## config.mk

```make
export PLATFORM = sky130hd
export DESIGN_NAME = link_cal_gate
export DESIGN_NICKNAME = d
export VERILOG_FILES = /design/src/rtl/lcg_pkg.sv /design/src/rtl/lcg_datapath.sv /design/src/rtl/lcg_control.sv /design/src/rtl/link_cal_gate.sv
export SDC_FILE = /design/constraint.sdc
export NUM_CORES = 1
export LEC_CHECK = 0
export ABC_AREA = 1
export BUFFER_PORTS_ARGS = -buffer_cell sky130_fd_sc_hd__buf_2
export CAP_MARGIN = 20
export CORE_ASPECT_RATIO = 0.6
export CORE_MARGIN = 1
export CORE_UTILIZATION = 45
export CTS_CLUSTER_DIAMETER = 100
export CTS_CLUSTER_SIZE = 12
export DETAILED_ROUTE_END_ITERATION = 8
export PLACE_DENSITY = 0.72
export SLEW_MARGIN = 20
export SYNTH_ARGS = -nofsm -noshare
export SYNTH_HDL_FRONTEND = slang
export SYNTH_SLANG_ARGS = --single-unit
```

## constraint.sdc

```tcl
create_clock -name clk -period 1.55 [get_ports clk]
set_input_delay 0.2325 -clock clk [delete_from_list [all_inputs] [get_ports clk]]
set_output_delay 0.2325 -clock clk [all_outputs]
set_load 0.02 [all_outputs]
```

## src/rtl/lcg_pkg.sv

```systemverilog
package lcg_pkg;
  typedef enum logic [1:0] {
    LNK_UNCAL = 2'd0,
    LNK_CAL   = 2'd1,
    LNK_LIVE  = 2'd2
  } linkState_t;

  typedef struct packed {
    logic calClr;
    logic calRun;
    logic passThru;
  } dpStrobe_t;
endpackage

```

## src/rtl/lcg_datapath.sv

```systemverilog
module lcg_datapath
  import lcg_pkg::*;
#(
  parameter int CAL_CYCLES  = 256,
  parameter int IDLE_CYCLES = 1024,
  parameter int MAX_RUN     = 6
) (
  input  logic      clk,
  input  logic      rst,
  input  logic      rxBit,
  input  logic      srcPowerGood,
  input  logic      outEnable,
  input  dpStrobe_t strobe,
  output logic      edgeSeen,
  output logic      idleHit,
  output logic      calEnd,
  output logic      runOver,
  output logic      txBit,
  output logic      txDrive
);
  localparam int CAL_W  = (CAL_CYCLES > 1) ? $clog2(CAL_CYCLES) : 1;
  localparam int IDLE_W = $clog2(IDLE_CYCLES + 1);
  localparam int RUN_SAT = MAX_RUN + 2;
  localparam int RUN_W  = $clog2(RUN_SAT + 1);
  localparam logic [CAL_W-1:0]  CAL_LAST = CAL_W'(CAL_CYCLES - 1);
  localparam logic [IDLE_W-1:0] IDLE_LIM = IDLE_W'(IDLE_CYCLES);
  localparam logic [RUN_W-1:0]  RUN_TOP  = RUN_W'(RUN_SAT);
  localparam logic [RUN_W-1:0]  RUN_BAD  = RUN_W'(MAX_RUN + 1);

  logic              rxPrev;
  logic              prevValid;
  logic [CAL_W-1:0]  calCnt;
  logic [IDLE_W-1:0] idleCnt;
  logic [RUN_W-1:0]  runLen;

  // A transition only counts when both samples come from a powered input side.
  assign edgeSeen = prevValid & srcPowerGood & (rxBit != rxPrev);

  always_ff @(posedge clk) begin
    if (rst) begin
      rxPrev    <= 1'b0;
      prevValid <= 1'b0;
    end else begin
      rxPrev    <= rxBit;
      prevValid <= srcPowerGood;
    end
  end

  // Cycles since the last accepted transition, saturating at the limit.
  always_ff @(posedge clk) begin
    if (rst || edgeSeen)
      idleCnt <= '0;
    else if (idleCnt != IDLE_LIM)
      idleCnt <= idleCnt + 1'b1;
  end
  assign idleHit = (idleCnt == IDLE_LIM);

  // Length of the run ending at the last sampled bit.
  always_ff @(posedge clk) begin
    if (rst || edgeSeen || !prevValid)
      runLen <= RUN_W'(1);
    else if (runLen != RUN_TOP)
      runLen <= runLen + 1'b1;
  end
  assign runOver = (runLen == RUN_BAD);

  // Calibration window timer.
  always_ff @(posedge clk) begin
    if (rst || strobe.calClr)
      calCnt <= '0;
    else if (strobe.calRun && calCnt != CAL_LAST)
      calCnt <= calCnt + 1'b1;
  end
  assign calEnd = strobe.calRun && (calCnt == CAL_LAST);

  // Output gating: default high unless live and powered.
  assign txBit   = (strobe.passThru && srcPowerGood) ? rxBit : 1'b1;
  assign txDrive = outEnable;
endmodule

```

## src/rtl/lcg_control.sv

```systemverilog
module lcg_control
  import lcg_pkg::*;
(
  input  logic      clk,
  input  logic      rst,
  input  logic      srcPowerGood,
  input  logic      edgeSeen,
  input  logic      idleHit,
  input  logic      calEnd,
  input  logic      runOver,
  output dpStrobe_t strobe,
  output logic      calibrated,
  output logic      calDone,
  output logic      runViolation
);
  linkState_t state, stateNext;

  always_comb begin
    stateNext = state;
    if (!srcPowerGood) begin
      stateNext = LNK_UNCAL;
    end else begin
      unique case (state)
        LNK_UNCAL: if (edgeSeen) stateNext = LNK_CAL;
        LNK_CAL:   if (calEnd)   stateNext = LNK_LIVE;
        LNK_LIVE:  if (idleHit)  stateNext = LNK_UNCAL;
        default:                 stateNext = LNK_UNCAL;
      endcase
    end
  end

  always_ff @(posedge clk) begin
    if (rst) state <= LNK_UNCAL;
    else     state <= stateNext;
  end

  always_comb begin
    strobe.calClr   = (state != LNK_CAL);
    strobe.calRun   = (state == LNK_CAL);
    strobe.passThru = (state == LNK_LIVE);
  end

  assign calibrated   = (state == LNK_LIVE);
  assign calDone      = (state == LNK_CAL) && calEnd && srcPowerGood;
  assign runViolation = (state == LNK_LIVE) && runOver;
endmodule

```

## src/rtl/link_cal_gate.sv

```systemverilog
module link_cal_gate
  import lcg_pkg::*;
#(
  parameter int CAL_CYCLES  = 256,
  parameter int IDLE_CYCLES = 1024,
  parameter int MAX_RUN     = 6
) (
  input  logic clk,
  input  logic rst,
  input  logic rxBit,
  input  logic srcPowerGood,
  input  logic outEnable,
  output logic txBit,
  output logic txDrive,
  output logic calibrated,
  output logic calDone,
  output logic runViolation
);
  dpStrobe_t strobe;
  logic edgeSeen, idleHit, calEnd, runOver;

  lcg_datapath #(
    .CAL_CYCLES (CAL_CYCLES),
    .IDLE_CYCLES(IDLE_CYCLES),
    .MAX_RUN    (MAX_RUN)
  ) u_dp (
    .clk         (clk),
    .rst         (rst),
    .rxBit       (rxBit),
    .srcPowerGood(srcPowerGood),
    .outEnable   (outEnable),
    .strobe      (strobe),
    .edgeSeen    (edgeSeen),
    .idleHit     (idleHit),
    .calEnd      (calEnd),
    .runOver     (runOver),
    .txBit       (txBit),
    .txDrive     (txDrive)
  );

  lcg_control u_ctl (
    .clk         (clk),
    .rst         (rst),
    .srcPowerGood(srcPowerGood),
    .edgeSeen    (edgeSeen),
    .idleHit     (idleHit),
    .calEnd      (calEnd),
    .runOver     (runOver),
    .strobe      (strobe),
    .calibrated  (calibrated),
    .calDone     (calDone),
    .runViolation(runViolation)
  );
endmodule

```

# After elaboration in Yosys (flattened, before gate mapping)
# Cells that the tools add are included.
op_classes:
  mul: 0
  reduce_logical: 13
  add_sub_neg: 3
  n_shift: 0
  div: 0
  n_lt_le_gt_ge: 0
  mux: 5
  eq_ne: 13
  n_bitwise: 3
op_table:
  columns: ["cell", "count"]
  rows:
  - ["11-bit by 1-bit adder with 11-bit output, second input constant", 1]
  - ["11-bit == test, second input constant", 1]
  - ["11-bit != test, second input constant", 1]
  - ["8-bit by 1-bit adder with 8-bit output, second input constant", 1]
  - ["8-bit == test, second input constant", 1]
  - ["8-bit != test, second input constant", 1]
  - ["1-bit logical AND", 6]
  - ["2-bit 2-to-1 mux", 3]
  - ["2-bit by 1-bit != test with 1-bit output, second input constant", 3]
  - ["2-bit case mux with 3 select lines", 1]
  - ["4-bit by 1-bit adder with 4-bit output, second input constant", 1]
  - ["4-bit by 3-bit == test with 1-bit output, second input constant", 1]
  - ["4-bit != test, second input constant", 1]
  - ["1-bit logical OR", 3]
  - ["3-bit AND reduction", 1]
  - ["1-bit AND", 2]
  - ["2-bit by 1-bit == test with 1-bit output, second input constant", 1]
  - ["2-bit == test, second input constant", 1]
  - ["2-bit zero test", 1]
  - ["2-bit != test, second input constant", 1]
  - ["2-bit OR reduction", 1]
  - ["1-bit zero test", 1]
  - ["1-bit 2-to-1 mux", 1]
  - ["1-bit != test", 1]
  - ["1-bit NOT", 1]
word_totals:
  ramBits: 0
  n_memories: 0
  latchBits: 0
  regBits: 27
  in_bits: 5
  mem_bits_ro: 0

# Longest topological paths before layout
# Gate-level depths: netlist of run 1.
logic_depth:
  depth_word: 4
  ltp_mapped: 8

# Hierarchy
# Synthesis of run 1 repeated with hierarchy kept, for this count alone.
hier_totals:
  hier_cells: 214
  hier_area_um2: 1443.9
modules_own_cells:
  columns: ["module", "area_each_um2", "cells_per_inst", "instances", "seq_area_each_um2"]
  rows:
  - ["lcg_datapath", 1315.0, 192, 1, 500.5]
  - ["lcg_control", 128.9, 22, 1, 40.0]

# Worst setup path after synthesis of run 1
# OpenSTA, ideal clock, no wires.
synth_timing:
  kind: "register to output"
  from: "register u_dp.calCnt[1]"
  to: "output calDone"
  required_ns: 1.317
  arrival_time_ns: 1.206
  path_stages_with_launch: 8
  setup_slack_ns: 0.111
  n_path_buf: 0
  path_cell_list: "dfxtp_1 ha_1 nand2_2 nor2_4 nand2_2 clkinv_2 nand2_1 nor2_1"
synth_between:
  elab_chain_cells: 4
synth_lines:
  columns: ["item", "line", "rtl"]
  rows:
  - ["start: declaration", "lcg_datapath.sv:32", "logic [CAL_W-1:0] calCnt;"]
  - ["start signal: assignment", "lcg_datapath.sv:72", "calCnt <= calCnt + 1'b1;"]
  - ["8-bit == test", "lcg_datapath.sv:74", "assign calEnd = strobe.calRun && (calCnt == CAL_LAST);"]
  - ["1-bit logical AND", "lcg_datapath.sv:74", null]
  - ["1-bit logical AND (2 in series)", "lcg_control.sv:44", "assign calDone = (state == LNK_CAL) && calEnd && srcPowerGood;"]
  - ["end: declaration", "link_cal_gate.sv:16", "output logic calDone,"]
# Every way passes these cells.

# Worst setup path in the final report of run 1
layout_timing:
  from: "register u_dp.calCnt[0]"
  to: "output calDone"
# The elaborated chain is that of the path after synthesis.

==> results of run 1 <==
[cells in the mapped netlist (2+ instances only)]
cell	instances	area (um^2)
inv_2	3	11.26
a21oi_1	13	65.06
ha_1	5	62.56
nor2_1	28	105.1
nand3_1	14	70.07
nand2_2	3	18.77
nor3_1	4	20.02
nor3_2	2	20.02
nand4_1	5	31.28
xor2_1	5	43.79
nand2_1	37	138.9
dfxtp_1	27	540.5
nor2_4	2	22.52
inv_1	33	123.9
o21ai_0	12	60.06
[area by class of cell]
type | instances | area, um^2
Multi-Input combinational cell | 136 | 763.2
Timing Repair Buffer | 16 | 111.4
Clock buffer | 3 | 41.29
Tap cell | 42 | 52.55
Inverter | 37 | 143.9
Sequential cell | 27 | 553.0
Clock inverter | 1 | 7.507
Fill cell | 276 | 1236
[worst max-delay path by stage]
stage | startpoint | end | slack, ns | depth (start not counted)
after floorplan | u_dp.calCnt[1] | calDone | 0.11 | 7
final | u_dp.calCnt[0] | calDone | -0.05 | 8
after global placement | u_dp.calCnt[1] | calDone | 0.11 | 8
after global routing | u_dp.calCnt[0] | calDone | -0.09 | 8
after detailed placement | u_dp.calCnt[1] | calDone | 0.07 | 8
after CTS | u_dp.calCnt[1] | calDone | -0.07 | 8
[cell families (layout without fill, tap and decap cells)]
kind of cell / after synthesis / in the layout / synth area share (%)
AOI/OAI and AO/OA: 27 / 27 / 9.883
xor gates and xnor gates: 5 / 5 / 3.145
DFF: 27 / 27 / 38.81
adders and majority gates: 5 / 5 / 4.492
buffers and inverters: 38 / 57 / 10.60
and+or+nand+nor: 99 / 99 / 33.06
[per-stage QoR]
stage	hold slack (ns)	TNS, ns	total power, mW
6_report	0.1582	-0.04543	1.208
5_1_grt	0.1581	-0.09474	1.268
4_1_cts	0.1469	-0.06508	1.222
3_5_place_dp	0.4196	0	0.8047
3_3_place_gp	0.4181	0	0.8022
2_1_floorplan	0.3049	0	0.7849
[routing by layer]
layer	GRT usage, %	share of wire [%]	vias to the layer above
met5	0	0	-
li1	-	-	672
met1	28.14	51	568
met2	28.62	43	23
met3	5.134	4.8	5
met4	4.615	0.69	0
[state kept, by name (all words and copies together) (netlist names)]
| signal | count |
|---|---|
| u_dp.idleCnt | 11 |
| u_dp.calCnt | 8 |
| u_dp.runLen | 4 |
| u_ctl.state | 2 |
| u_dp.prevValid | 1 |
| u_dp.rxPrev | 1 |
[worst max-delay path, delay by kind of cell (launching register included)]
kind | cells | cell delay [ns]
AND/OR/NAND/NOR | 5 | 0.39
flip-flops | 1 | 0.38
buffers and inverters | 2 | 0.17
adder cells (fa/ha/maj) | 1 | 0.15
[power by group through the flow]
stage                     clock network (mW)  registers [mW]  logic (mW)
final                                  0.418           0.718      0.0718
after floorplan                            0           0.732      0.0524
after global placement                     0           0.736      0.0663
after global routing                   0.464           0.721      0.0833
after detailed placement                   0           0.736      0.0686
after CTS                              0.432           0.721      0.0698
[timing repair]
| action | 4_1_cts | 5_1_grt |
|---|---|---|
| resized for setup | 10 | 13 |
| pin swaps | 4 | 4 |
| setup buffers | 6 | 2 |
| setup endpoints to repair | 2 | 2 |
==> impl_metrics.prom, run 1 <==
# TYPE chip_impl_metric gauge
chip_impl_info{name="outcome",value="finished with violations"} 1
chip_impl_info{name="failed_checks",value="negative setup slack"} 1
chip_impl_metric{name="timing.critical_path.slowest_cell_delay",unit="ns"} 0.38
chip_impl_metric{name="post_detail_place_hpwl",unit="um"} 2133
chip_impl_metric{name="routed_wirelength",unit="um"} 3023
chip_impl_info{name="worstReg2RegStart",value="u_dp.idleCnt[0]"} 1
chip_impl_metric{name="placeableCoreArea",unit="mm^2"} 0.002909
chip_impl_metric{name="count_of_hold_fix_buffers_inserted_at_cts",unit=""} 0
chip_impl_metric{name="finalCoreUtilization",unit="%"} 57.51
chip_impl_info{name="setup_repair_after_global_routing_missed_its_margin",value="true"} 1
chip_impl_metric{name="grt_first_pass_wirelength",unit="um"} 4698
chip_impl_metric{name="clock_latency",unit="ns"} 0.28
chip_impl_metric{name="net-switching-power",unit="mW"} 0.2963
chip_impl_metric{name="proportion_of_layout_cells_with_a_drive_suffix_above_1",unit="%"} 20.00
chip_impl_metric{name="power.static_leakage",unit="nW"} 0.6749
chip_impl_info{name="layout_commonest_cell",value="nand2_1"} 1
chip_impl_info{name="critical_path_most_common_cell",value="nand2_4"} 1
chip_impl_metric{name="numClockSinks",unit=""} 27
chip_impl_metric{name="synthesized_instance_count",unit=""} 201
chip_impl_info{name="crit-reg2reg-capture",value="u_dp.idleCnt[8]"} 1
chip_impl_metric{name="grt_max_degree",unit=""} 17
chip_impl_metric{name="final_max_slew_viol_count",unit=""} 0
chip_impl_metric{name="per_instance_average_area_after_synthesis",unit="um^2"} 6.928
chip_impl_info{name="tritoncts",value="yes"} 1
chip_impl_info{name="most-common-layout-cells",value="nand2_1 (35), inv_1 (33), nor2_1 (27)"} 1
chip_impl_metric{name="timing.final.ws_setup",unit="ns"} -0.04543
chip_impl_metric{name="finClkSkew",unit="ns"} 0.01162
chip_impl_metric{name="track_usage",unit="%"} 19.38
chip_impl_metric{name="finish.cell_count_without_fillers",unit=""} 262
chip_impl_info{name="min-delay-start",value="rst"} 1
chip_impl_info{name="ys_dominant_reg_cell",value="dfxtp_1"} 1
chip_impl_metric{name="start_util",unit="%"} 47.87
chip_impl_metric{name="detail_route.drc_violations",unit=""} 0
chip_impl_metric{name="dr_vias",unit=""} 1268
chip_impl_metric{name="clock_tree.htree_level_count",unit=""} 1
chip_impl_metric{name="route.detailed.vias_per_inst",unit=""} 4.840
chip_impl_metric{name="combinationalPowerShare",unit="%"} 5.9
chip_impl_metric{name="worst-endpoint-arrival",unit="ns"} 1.36
chip_impl_metric{name="netlist-cell-type-count",unit=""} 23
chip_impl_metric{name="pre_cts_ws",unit="ns"} 0.06608
chip_impl_metric{name="switching_share",unit="%"} 24.54
chip_impl_metric{name="gr-total-overflow",unit=""} 0
chip_impl_metric{name="numPlacedInstances",unit=""} 250
chip_impl_info{name="cpMaxStageDelayCell",value="dfxtp_4"} 1
chip_impl_metric{name="vdd_drop_max",unit="mV"} 0.4733
chip_impl_metric{name="cellPowerDensity",unit="mW/mm^2"} 721.9
chip_impl_metric{name="yosys_warnings",unit=""} 0
chip_impl_metric{name="tightest_slew",unit="ns"} 0.4517
chip_impl_info{name="crit_type",value="reg2out"} 1
chip_impl_metric{name="drt_first_pass_iters",unit=""} 4
chip_impl_metric{name="placementRows",unit=""} 15
chip_impl_metric{name="clkPwrFrac",unit="%"} 34.6
chip_impl_metric{name="maxSlewHeadroom",unit="%"} 69.77
chip_impl_metric{name="fmax",unit="MHz"} 626.8
chip_impl_metric{name="worstPathRequired",unit="ns"} 1.32
chip_impl_info{name="cts_root_buf",value="clkbuf_8"} 1
chip_impl_metric{name="chipHeight",unit="um"} 45.09
chip_impl_info{name="cp-start-kind",value="flop"} 1
chip_impl_metric{name="synth_edf_count",unit=""} 0
chip_impl_metric{name="postRouteAntennaNets",unit=""} 0
chip_impl_metric{name="finalSetupViolations",unit=""} 1
chip_impl_metric{name="postSynthNetCount",unit=""} 211
chip_impl_metric{name="cts_inserted_buffers",unit=""} 3
chip_impl_metric{name="post_syn_area",unit="mm^2"} 0.001393
chip_impl_metric{name="antenna_diode_instance_count",unit=""} 0
chip_impl_metric{name="power_frac_seq",unit="%"} 59.5
chip_impl_metric{name="wl_per_cell",unit="um"} 11.54
chip_impl_info{name="kind_of_capture_point_of_the_worst_setup_path",value="output port"} 1
chip_impl_metric{name="timing.final.crit_share",unit="%"} 102.9
chip_impl_metric{name="min_path_cells",unit=""} 2
chip_impl_metric{name="die_footprint",unit="mm^2"} 0.003328
chip_impl_metric{name="critPathMaxFanout",unit=""} 2
chip_impl_metric{name="power.internal",unit="mW"} 0.9113
chip_impl_metric{name="max_cap_violations",unit=""} 0
chip_impl_metric{name="first_iter_violations",unit=""} 77
chip_impl_metric{name="clock_pin_slew_of_the_registers_on_the_worst_case_setup_and_hold_paths",unit="ns"} 0.10
chip_impl_metric{name="cts-root-to-sink-buffers",unit=""} 2
chip_impl_metric{name="gp_congestion",unit=""} 0.8586
chip_impl_metric{name="postSynthRegisterBits",unit=""} 27
chip_impl_metric{name="setup.reg_to_reg.worst_slack",unit="ns"} 0.19
chip_impl_metric{name="antenna_violations_before_repair",unit=""} 0
chip_impl_info{name="crit_chain",value="ha_4 > nand2_4 > nor2_4 > nand2_4 > clkinv_4 > nand2_4 > nor2_4 > buf_6"} 1
chip_impl_metric{name="synth-seq-area-share",unit="%"} 38.81
chip_impl_metric{name="final_hold_violation_count",unit=""} 0
chip_impl_metric{name="finish.net_count",unit=""} 231
chip_impl_metric{name="final_standard_cell_area_without_fillers",unit="mm^2"} 0.001673
chip_impl_metric{name="chip_width",unit="um"} 73.82
chip_impl_metric{name="io_port_bufs",unit=""} 7
chip_impl_metric{name="worst-r2r-cell-count",unit=""} 6
chip_impl_metric{name="postSynth.asyncResetShare",unit="%"} 0
chip_impl_metric{name="i_o_pins",unit=""} 10
chip_impl_metric{name="areaGrowthSynthToFinish",unit="%"} 20.13
chip_impl_info{name="holdCritPathClass",value="in2reg"} 1
chip_impl_metric{name="placement.cell_area",unit="mm^2"} 0.001480
chip_impl_info{name="hold_end",value="u_dp.rxPrev"} 1
chip_impl_metric{name="timing.final.crit_period",unit="ns"} 1.595
chip_impl_metric{name="number_of_global_route_vias_before_repair",unit=""} 1002
(Power assumes the default switching activity.)
==> run 2, diff against run 1 <==
--- a/config.mk
+++ b/config.mk
@@ -8,13 +8,15 @@
 export ABC_AREA = 1
 export BUFFER_PORTS_ARGS = -buffer_cell sky130_fd_sc_hd__buf_2
 export CAP_MARGIN = 20
+export CELL_PAD_IN_SITES_DETAIL_PLACEMENT = 2
+export CELL_PAD_IN_SITES_GLOBAL_PLACEMENT = 2
 export CORE_ASPECT_RATIO = 0.6
 export CORE_MARGIN = 1
-export CORE_UTILIZATION = 45
+export CORE_UTILIZATION = 33
 export CTS_CLUSTER_DIAMETER = 100
 export CTS_CLUSTER_SIZE = 12
 export DETAILED_ROUTE_END_ITERATION = 8
-export PLACE_DENSITY = 0.72
+export PLACE_DENSITY = 0.87
 export SLEW_MARGIN = 20
 export SYNTH_ARGS = -nofsm -noshare
 export SYNTH_HDL_FRONTEND = slang
==> impl_metrics.prom, run 2 (synthesis gave the netlist of run 1 again) <==
# TYPE chip_impl_metric gauge
chip_impl_info{name="outcome",value="finished with violations"} 1
chip_impl_info{name="failed_checks",value="negative setup slack"} 1
chip_impl_metric{name="gp_congestion",unit=""} 0.7599
chip_impl_metric{name="placement.cell_area",unit="mm^2"} 0.001499
chip_impl_metric{name="vdd_drop_max",unit="mV"} 0.6318
chip_impl_metric{name="i_o_pins",unit=""} 10
chip_impl_metric{name="clock_latency",unit="ns"} 0.29
chip_impl_metric{name="antenna_violations_before_repair",unit=""} 0
chip_impl_metric{name="tns",unit="ns"} -0.4687
chip_impl_metric{name="routed_wirelength",unit="um"} 6716
chip_impl_metric{name="clkPwrFrac",unit="%"} 34.7
chip_impl_info{name="crit_type",value="reg2out"} 1
chip_impl_metric{name="cellPowerDensity",unit="mW/mm^2"} 723.8
chip_impl_metric{name="final_max_slew_viol_count",unit=""} 0
chip_impl_metric{name="dr_vias",unit=""} 1562
chip_impl_metric{name="placeableCoreArea",unit="mm^2"} 0.003850
chip_impl_metric{name="critPathMaxFanout",unit=""} 2
chip_impl_metric{name="final_standard_cell_area_without_fillers",unit="mm^2"} 0.001730
chip_impl_info{name="kind_of_capture_point_of_the_worst_setup_path",value="output port"} 1
chip_impl_info{name="cp-start-kind",value="flop"} 1
chip_impl_metric{name="finalSetupViolations",unit=""} 7
chip_impl_metric{name="postRouteAntennaNets",unit=""} 0
chip_impl_metric{name="numPlacedInstances",unit=""} 265
chip_impl_info{name="most-common-layout-cells",value="nand2_1 (35), inv_1 (31), nor2_1 (26)"} 1
chip_impl_info{name="cpMaxStageDelayCell",value="dfxtp_4"} 1
chip_impl_metric{name="post_detail_place_hpwl",unit="um"} 3587
chip_impl_metric{name="net-switching-power",unit="mW"} 0.3334
chip_impl_metric{name="largest_reg_flops",unit=""} 11
chip_impl_metric{name="tightest_slew",unit="ns"} 0.6001
chip_impl_metric{name="combinationalPowerShare",unit="%"} 7.4
chip_impl_metric{name="chipHeight",unit="um"} 52.32
chip_impl_metric{name="proportion_of_layout_cells_with_a_drive_suffix_above_1",unit="%"} 23.32
chip_impl_info{name="crit_chain",value="ha_4 > nand2_4 > nor2_4 > nand2_4 > clkinv_4 > nand2_4 > nor2_4 > buf_6"} 1
chip_impl_metric{name="first_iter_violations",unit=""} 150
chip_impl_metric{name="start_util",unit="%"} 36.17
chip_impl_info{name="holdCritPathClass",value="in2reg"} 1
chip_impl_metric{name="power.static_leakage",unit="nW"} 0.6987
chip_impl_metric{name="ff_latch_area",unit="um^2"} 554.3
chip_impl_metric{name="timing.final.ws_setup",unit="ns"} -0.1465
chip_impl_metric{name="fillers",unit=""} 453
chip_impl_metric{name="numClockSinks",unit=""} 27
chip_impl_info{name="tritoncts",value="yes"} 1
chip_impl_info{name="setup_repair_after_global_routing_missed_its_margin",value="true"} 1
chip_impl_metric{name="number_of_global_route_vias_before_repair",unit=""} 1678
chip_impl_metric{name="timing.critical_path.slowest_cell_delay",unit="ns"} 0.39
chip_impl_metric{name="gr-total-overflow",unit=""} 0
chip_impl_metric{name="areaGrowthSynthToFinish",unit="%"} 24.26
chip_impl_metric{name="detail_route.drc_violations",unit=""} 0
chip_impl_metric{name="final_hold_violation_count",unit=""} 0
chip_impl_metric{name="fmax",unit="MHz"} 589.5
chip_impl_metric{name="wl_per_cell",unit="um"} 23.99
chip_impl_metric{name="track_usage",unit="%"} 30.34
chip_impl_metric{name="chip_width",unit="um"} 85.87
chip_impl_metric{name="pre_cts_ws",unit="ns"} 0.02946
chip_impl_metric{name="worstPathRequired",unit="ns"} 1.32
chip_impl_metric{name="worst-endpoint-arrival",unit="ns"} 1.46
chip_impl_metric{name="antenna_diode_instance_count",unit=""} 0
chip_impl_metric{name="crit_buf_inv",unit=""} 2
chip_impl_metric{name="clock_tree.htree_level_count",unit=""} 1
chip_impl_metric{name="die_footprint",unit="mm^2"} 0.004492
chip_impl_metric{name="maxSlewHeadroom",unit="%"} 59.85
chip_impl_metric{name="switching_share",unit="%"} 26.62
chip_impl_metric{name="power.internal",unit="mW"} 0.9190
chip_impl_metric{name="timing.final.crit_period",unit="ns"} 1.696
chip_impl_info{name="cts_root_buf",value="clkbuf_8"} 1
chip_impl_info{name="biggestRegsByFlops",value="u_dp.idleCnt (11), u_dp.calCnt (8), u_dp.runLen (4)"} 1
chip_impl_info{name="cpLargestDelayFamily",value="simple AND/OR/NAND/NOR gates"} 1
chip_impl_metric{name="grt_first_pass_wirelength",unit="um"} 9763
chip_impl_info{name="layout_commonest_cell",value="nand2_1"} 1
chip_impl_metric{name="route.detailed.vias_per_inst",unit=""} 5.579
chip_impl_metric{name="finish.net_count",unit=""} 234
chip_impl_metric{name="multi_input_area",unit="um^2"} 779.5
chip_impl_metric{name="fin_hold_ws",unit="ns"} 0.2052
chip_impl_metric{name="finalCoreUtilization",unit="%"} 44.95
chip_impl_metric{name="clock_pin_slew_of_the_registers_on_the_worst_case_setup_and_hold_paths",unit="ns"} 0.10
chip_impl_metric{name="grt_max_degree",unit=""} 15
chip_impl_metric{name="finish.cell_count_without_fillers",unit=""} 280
chip_impl_metric{name="cts_inserted_buffers",unit=""} 3
chip_impl_metric{name="max_cap_violations",unit=""} 0
chip_impl_metric{name="power_frac_seq",unit="%"} 58.0
chip_impl_metric{name="placementRows",unit=""} 17
chip_impl_metric{name="finClkSkew",unit="ns"} 0.01016
chip_impl_metric{name="total_power",unit="mW"} 1.252
chip_impl_metric{name="cts-root-to-sink-buffers",unit=""} 2
chip_impl_metric{name="io_port_bufs",unit=""} 7
chip_impl_info{name="critical_path_most_common_cell",value="nand2_4"} 1
chip_impl_info{name="registers.top_by_ff_count",value="u_dp.idleCnt"} 1
chip_impl_metric{name="timing.final.crit_share",unit="%"} 109.5
chip_impl_metric{name="drt_first_pass_iters",unit=""} 4
[run 2: layout make-up]
type | instances | share of cell area (%)
multi-input cells | 136 | 45.05
clock buffers | 4 | 2.603
flip-flops and latches | 27 | 32.03
well taps | 57 | 4.121
repair buffers | 19 | 7.737
inverters | 37 | 8.460
[run 2: path summary, 6_finish.rpt]
check	start	endpoint	slack (ns)	cells after the start
worst min register to register	u_dp.idleCnt[10]	u_dp.idleCnt[10]	0.49	2
worst min-delay path	rst	u_dp.rxPrev	0.21	2
worst max-delay path	u_dp.calCnt[1]	calDone	-0.15	8
worst max register to register	u_ctl.state[0]	u_dp.calCnt[1]	-0.12	4
[run 2: worst register-to-register path, cell delays in order (launching register included)]
cell	delay, ns
dfxtp_1	0.50
nand2_1	0.16
nor2_1	0.49
o21ai_0	0.29
nor2_1	0.16
[run 2: timing repair]
| item | CTS | global route |
|---|---|---|
| pin swaps | 5 | 4 |
| buffers inserted | 10 | 1 |
| hold buffers | 0 | 0 |
| endpoints found under the setup margin | 2 | 17 |
| gates resized for setup | 18 | 15 |
[run 2: power by group through the flow]
stage               clock network [mW]  registers [mW]  logic, mW
global placement                     0           0.737     0.0660
floorplan                            0           0.732     0.0524
detailed placement                   0           0.739     0.0728
global route                     0.478           0.727     0.0996
finish                           0.434           0.726     0.0922
CTS                              0.430           0.723     0.0796
[run 2: per-layer routing]
metal | track usage [%] | routed length, um
met3 | 5.354 | 407
met4 | 13.06 | 298
met2 | 51.98 | 3148
met5 | 0 | 0
met1 | 37.99 | 2862
